**config.mk**
```make
export PLATFORM = sky130hd
export DESIGN_NAME = fcmp_flag_unit
export DESIGN_NICKNAME = d
export VERILOG_FILES = /design/src/rtl/fcmp_pkg.sv /design/src/rtl/fcmp_ctrl.sv /design/src/rtl/fcmp_datapath.sv /design/src/rtl/fcmp_flag_unit.sv
export SDC_FILE = /design/constraint.sdc
export NUM_CORES = 1
export LEC_CHECK = 0
export BUFFER_PORTS_ARGS = -buffer_cell sky130_fd_sc_hd__buf_2
export CAP_MARGIN = 10
export CORE_MARGIN = 2
export CORE_UTILIZATION = 50
export CTS_CLUSTER_DIAMETER = 80
export DETAILED_ROUTE_END_ITERATION = 8
export GPL_ROUTABILITY_DRIVEN = 0
export HOLD_SLACK_MARGIN = 0.03
export PLACE_DENSITY_LB_ADDON = 0.1
export SLEW_MARGIN = 30
export SYNTH_ARGS = -nofsm -noshare
export SYNTH_HDL_FRONTEND = slang
export SYNTH_HIERARCHICAL = 1
export SYNTH_SLANG_ARGS = --single-unit
```
**constraint.sdc**
```tcl
create_clock -name clk -period 2 [get_ports clk]
set_clock_uncertainty 0.05 [all_clocks]
set_input_delay 0.1 -clock clk [delete_from_list [all_inputs] [get_ports clk]]
set_output_delay 0.1 -clock clk [all_outputs]
set_load 0.02 [all_outputs]
```
**src/rtl/fcmp_pkg.sv**
```systemverilog
package fcmp_pkg;

  // Registered compare outcome, packed as {C3, C2, C0}
  typedef struct packed {
    logic zf;
    logic pf;
    logic cf;
  } cmpFlags_t;

  // Strobes from control to datapath
  typedef struct packed {
    logic capture;     // load the result register this edge
    logic trapAnyNan;  // quiet NaNs also raise invalid
  } ctrlStrobes_t;

  localparam cmpFlags_t FLAGS_UNORD = '{zf: 1'b1, pf: 1'b1, cf: 1'b1};

endpackage

```
**src/rtl/fcmp_ctrl.sv**
```systemverilog
module fcmp_ctrl
  import fcmp_pkg::*;
(
  input  logic         clk,
  input  logic         rst_n,
  input  logic         inValid,
  input  logic         sigMode,
  output ctrlStrobes_t ctrl,
  output logic         outValid
);

  always_comb begin
    ctrl.capture    = inValid;
    ctrl.trapAnyNan = sigMode;
  end

  always_ff @(posedge clk or negedge rst_n) begin
    if (!rst_n) outValid <= 1'b0;
    else        outValid <= inValid;
  end


  valid_follow_chk: assert property (@(posedge clk) disable iff (!rst_n)
    inValid |=> outValid);


  valid_quiet_chk: assert property (@(posedge clk) disable iff (!rst_n)
    !inValid |=> !outValid);

endmodule

```
**src/rtl/fcmp_datapath.sv**
```systemverilog
module fcmp_datapath
  import fcmp_pkg::*;
#(
  parameter int EXP_W  = 11,
  parameter int FRAC_W = 52
) (
  input  logic                      clk,
  input  logic                      rst_n,
  input  ctrlStrobes_t              ctrl,
  input  logic [EXP_W+FRAC_W:0]     opA,
  input  logic [EXP_W+FRAC_W:0]     opB,
  input  logic                      dazEn,
  output cmpFlags_t                 flags,
  output logic                      invalidOp
);

  localparam int DATA_W = 1 + EXP_W + FRAC_W;
  localparam int MAG_W  = EXP_W + FRAC_W;
  localparam int N_OPS  = 2;

  logic [DATA_W-1:0] opArr   [N_OPS];
  logic [MAG_W-1:0]  magArr  [N_OPS];
  logic [N_OPS-1:0]  sgnVec;
  logic [N_OPS-1:0]  nanVec;
  logic [N_OPS-1:0]  snanVec;

  assign opArr[0] = opA;
  assign opArr[1] = opB;

  // Per-operand classification and optional subnormal flush
  for (genvar gi = 0; gi < N_OPS; gi++) begin : g_class
    logic expOnes;
    logic expZero;
    logic fracNz;
    logic isSub;
    assign expOnes     = &opArr[gi][DATA_W-2 -: EXP_W];
    assign expZero     = ~|opArr[gi][DATA_W-2 -: EXP_W];
    assign fracNz      = |opArr[gi][FRAC_W-1:0];
    assign isSub       = expZero & fracNz;
    assign nanVec[gi]  = expOnes & fracNz;
    assign snanVec[gi] = expOnes & fracNz & ~opArr[gi][FRAC_W-1];
    assign sgnVec[gi]  = opArr[gi][DATA_W-1];
    assign magArr[gi]  = (isSub && dazEn) ? '0 : opArr[gi][MAG_W-1:0];
  end

  // Sign-magnitude relation
  logic unordered;
  logic bothZero;
  logic magEq;
  logic magLt;
  logic isEqual;
  logic isLess;
  cmpFlags_t nextFlags;
  logic      nextInvalid;

  always_comb begin
    unordered = |nanVec;
    bothZero  = (magArr[0] == '0) && (magArr[1] == '0);
    magEq     = (magArr[0] == magArr[1]);
    magLt     = (magArr[0] <  magArr[1]);
    isEqual   = bothZero || ((sgnVec[0] == sgnVec[1]) && magEq);
    isLess    = 1'b0;
    if (!isEqual) begin
      unique case (sgnVec)
        2'b01:   isLess = 1'b1;             // opA negative, opB positive
        2'b10:   isLess = 1'b0;             // opA positive, opB negative
        2'b00:   isLess = magLt;            // both positive
        default: isLess = !magLt && !magEq; // both negative: order flips
      endcase
    end
    if (unordered) begin
      nextFlags = FLAGS_UNORD;
    end else begin
      nextFlags.zf = isEqual;
      nextFlags.pf = 1'b0;
      nextFlags.cf = isLess;
    end
    nextInvalid = ctrl.trapAnyNan ? unordered : |snanVec;
  end

  always_ff @(posedge clk or negedge rst_n) begin
    if (!rst_n) begin
      flags     <= '0;
      invalidOp <= 1'b0;
    end else if (ctrl.capture) begin
      flags     <= nextFlags;
      invalidOp <= nextInvalid;
    end
  end


  nan_unord_chk: assert property (@(posedge clk) disable iff (!rst_n)
    (ctrl.capture && (&opB[DATA_W-2 -: EXP_W]) && (|opB[FRAC_W-1:0]))
      |=> (flags.pf && flags.zf && flags.cf));


  parity_all_chk: assert property (@(posedge clk) disable iff (!rst_n)
    flags.pf |-> (flags.zf && flags.cf));


  ordered_excl_chk: assert property (@(posedge clk) disable iff (!rst_n)
    !flags.pf |-> !(flags.zf && flags.cf));


  invalid_unord_chk: assert property (@(posedge clk) disable iff (!rst_n)
    invalidOp |-> flags.pf);


  hold_flags_chk: assert property (@(posedge clk) disable iff (!rst_n)
    !ctrl.capture |=> ($stable(flags) && $stable(invalidOp)));

endmodule

```
**src/rtl/fcmp_flag_unit.sv**
```systemverilog
module fcmp_flag_unit
  import fcmp_pkg::*;
#(
  parameter int EXP_W  = 11,
  parameter int FRAC_W = 52
) (
  input  logic                  clk,
  input  logic                  rst_n,
  input  logic                  inValid,
  input  logic [EXP_W+FRAC_W:0] opA,
  input  logic [EXP_W+FRAC_W:0] opB,
  input  logic                  dazEn,
  input  logic                  sigMode,
  output logic                  outValid,
  output logic                  carryFlag,
  output logic                  parityFlag,
  output logic                  zeroFlag,
  output logic [2:0]            condCode,
  output logic                  invalidOp
);

  ctrlStrobes_t ctrl;
  cmpFlags_t    flags;

  fcmp_ctrl ctrl_i (
    .clk      (clk),
    .rst_n    (rst_n),
    .inValid  (inValid),
    .sigMode  (sigMode),
    .ctrl     (ctrl),
    .outValid (outValid)
  );

  fcmp_datapath #(.EXP_W(EXP_W), .FRAC_W(FRAC_W)) dp_i (
    .clk       (clk),
    .rst_n     (rst_n),
    .ctrl      (ctrl),
    .opA       (opA),
    .opB       (opB),
    .dazEn     (dazEn),
    .flags     (flags),
    .invalidOp (invalidOp)
  );

  assign carryFlag  = flags.cf;
  assign parityFlag = flags.pf;
  assign zeroFlag   = flags.zf;
  assign condCode   = flags;   // {C3,C2,C0}

endmodule

```
==> impl_results.md <==
- Leak: 2.41 nW
- Setup ws final: -1.79 ns
- Pwr dens: 242 mW/mm^2
- Post-Syn Area per Cell: 6.84 sq um
- Proportion of netlist area held by the largest area contributor: 0.305
- FF-to-FF setup slack: 1.15 ns
- Vias in the first global route: 4043
- Placement Setup Slack: -1.76 ns
- Max stage delay on crit path: 0.53 ns
- Clk sink count: 5
- Initial DRC Count: 418
- Routed Antenna Nets: 0
- P&R area growth vs syn: 66.0%
- Run status: finished with violations
- Period utilisation layout: 1.90
- Number of flops mapped to enable cells by yosys: 0
- Design area: 0.00450 sq mm
- Most common cell in the netlist: nand2_1
- Post-synth net total: 595
- Max clock buf depth: 2
- Via count: 4339
- Final hold violation count: 0
- Distinct cell type count after synthesis: 41
- Startpoint Class: input pin
- DRC: 0
- Synth Instances: 396
- Register bit count reported by yosys: 5
- Slew HR: 0.599
- Fmax: 0.264 GHz
- Root Buffer: clkbuf_8
- Final Setup Violations: 4
- Failing checks: setup timing
- Post-DP HPWL: 8890 microns
- Yosys synthesis warning count: 6
- R2R depth: 1
- Endpoint arrival time on the critical path: 3.84 ns
- Netlist Area Pre-Place: 0.00271 sq mm
- Initial antenna violation count: 1
- Hold WC Path Type: input pin to register
- RSZ-0062 raised after global routing: true
- Internal power: 0.641 mW
- Pin count of the biggest net entering global routing: 16
- Skew-Pair Late Insertion Delay: 0.22 ns
- Die width: 77.6 microns
- CP max stage cell: or4_4
- Worst r2r src: dp_i/flags[0]$_DFFE_PN0P_
- Die area: 0.00602 sq mm
- Crit-path max FO: 15
- Chip Height: 77.6 microns
- IO Port Bufs: 140
- GRT Total Usage: 0.348
- Async SR Flop Fraction: 1.00
- Psw: 0.449 mW
- Top cells by area, synth: ha_1 (30%), nor2b_1 (12%), nand2_1 (10%), nor4_1 (7.6%), a21oi_1 (5.5%)
- Clk slew on worst S/H paths: 0.04 ns
- Placed cell count: 684
- Vias/cell: 6.23
- Placed cell areas: 0.00423 sq mm
- Drt first pass iters: 5
- CTS H-tree depth: 1
- Sw frac: 0.412
- Seq pwr share: 0.107
- Top_reg_cell synth: dfrtp_1
- Combinational share of power: 0.721
- Max Slew Vio Count: 0
- Critical Path Sink Type: register
- Critical Path RT: 2.05 ns
- CP endpoint: dp_i/flags[0]$_DFFE_PN0P_
- Max cap viols: 0
- Starting Density: 0.524
- Sequential area share after synthesis: 0.0462
- Layout cell share with drive strength beyond 1: 0.455
- DR WL/cell: 18.1 microns
- Layout Nets: 826
- Ports: 141
- Peak supply drop: 0.000346 V
- Global route total overflow: 0
- CTS tree: yes
- Final Non-Filler Cells: 697
- Synth top cells by count: nand2_1 (72), ha_1 (66), nor2b_1 (52)
- Total wire length: 12600 microns
- Actual slew at the worst max-slew pin: 0.597 ns
- # rows: 26
- Clock power share: 0.172
- Period minus WS final: 3.79 ns
- Reg2reg end: dp_i/flags[0]$_DFFE_PN0P_
- Cell chain of the critical path: buf_6, or4_4, or4_4, nor4_4, or2_4, buf_12, nand2_1, ha_1, nand4_1, a21oi_1, o31a_1, o31a_1, o2111ai_2, a221o_1, o221a_1
- Core box area: 0.00517 sq mm
- CP startpoint: opB[20]
- # fillers: 309
- Synth area leader: ha_1
- First-pass GRT wire length: 17300 microns
- Critical path type: input pin to register
- Total CTS buffers: 3
[per-stage QoR]
stage	hold slack (ns)	setup TNS, ns	utilization	power (mW)
final	0.0611	-3.61	0.870	1.09
after global routing	0.0589	-3.72	0.870	1.16
after CTS	0.0414	-2.61	0.850	1.03
after detailed placement	-0.134	-3.64	0.818	0.825
after global placement	-0.134	-3.45	0.818	0.791
after floorplan	-0.246	-2.47	-	0.445
[routing by layer]
metal	vias to the layer above	part of all wire	track usage
met5	-	0	0
met3	113	0.10	0.0523
li1	1919	-	-
met2	348	0.46	0.622
met4	0	0.074	0.155
met1	1959	0.36	0.406
[registers in the layout, indices dropped and copies added (netlist names)]
register / flops
dp_i/flags: 3
ctrl_i/outValid: 1
dp_i/invalidOp: 1
[critical path, delay by kind of cell]
family	cells	cell delay, ns
and+or+nand+nor	6	1.81
AOI/OAI and AO/OA	6	1.38
adders and majority gates	1	0.30
buffers and inverters	2	0.24
[cell type report]
type / count / area, sq um / share of cell area
diodes: 1 / 2.50 / 0.000556
clock buffers: 4 / 45.0 / 0.0100
inverters: 17 / 63.8 / 0.0142
multi-input cells: 348 / 2590 / 0.576
flip-flops and latches: 5 / 125 / 0.0278
well taps: 70 / 87.6 / 0.0195
repair buffers: 252 / 1580 / 0.352
[power groups by stage]
| stage | Combinational [mW] | Sequential, mW | Clock (mW) |
|---|---|---|---|
| 2_1_floorplan | 0.320 | 0.125 | 0 |
| 3_3_place_gp | 0.676 | 0.115 | 0 |
| 3_5_place_dp | 0.709 | 0.116 | 0 |
| 4_1_cts | 0.727 | 0.115 | 0.189 |
| 5_1_grt | 0.853 | 0.116 | 0.195 |
| 6_report | 0.786 | 0.117 | 0.188 |
[cells by family after synthesis]
logic type / count (synthesis) / synth area share
fa+ha+maj: 66 / 0.305
simple gates: 219 / 0.441
buf+inv: 44 / 0.0697
compound gates: 62 / 0.138
flops: 5 / 0.0462
[worst min path at each step]
stage / startpoint / endpoint / slack (ns) / cells after the start
finish: inValid / ctrl_i/outValid$_DFF_PN0_ / 0.06 / 1
global route: inValid / ctrl_i/outValid$_DFF_PN0_ / 0.06 / 1
CTS: inValid / ctrl_i/outValid$_DFF_PN0_ / 0.04 / 1
detailed placement: rst_n / dp_i/flags[0]$_DFFE_PN0P_ / -0.13 / 1
global placement: rst_n / dp_i/flags[1]$_DFFE_PN0P_ / -0.13 / 1
floorplan: rst_n / ctrl_i/outValid$_DFF_PN0_ / -0.25 / 0
[cells in the final DEF (no fill, tap or decap), types with 2 or more instances in the layout]
cell | Yosys | layout
dfrtp_1 | 5 | 5
a21oi_1 | 30 | 28
nor3_1 | 5 | 3
nor2_1 | 10 | 8
nor3_2 | 0 | 2
a22oi_1 | 2 | 2
nand4_1 | 23 | 23
clkbuf_8 | 0 | 3
buf_4 | 5 | 107
a221oi_1 | 3 | 2
nor4_2 | 0 | 6
o21ai_0 | 12 | 12
nand2_1 | 72 | 69
nor4_1 | 33 | 26
a211oi_1 | 2 | 2
inv_1 | 17 | 17
nand2_4 | 0 | 2
ha_4 | 0 | 3
ha_1 | 66 | 63
nor4_4 | 1 | 2
o31a_1 | 2 | 2
buf_2 | 4 | 139
nor2_4 | 0 | 2
or4_4 | 3 | 3
nand3_1 | 10 | 10
nor2b_1 | 52 | 52
or4_1 | 2 | 2
buf_6 | 0 | 3
buf_12 | 0 | 2
[what timing repair did]
| item | CTS | global route |
|---|---|---|
| resized for setup | 13 | 15 |
| cloned | 1 | 0 |
| pin swaps | 10 | 11 |
| setup endpoints to repair | 3 | 4 |
| buffers inserted | 5 | 5 |
| hold endpoints to repair | 5 | 0 |
| hold buffers | 1 | 0 |
(Power assumes the default switching activity.)
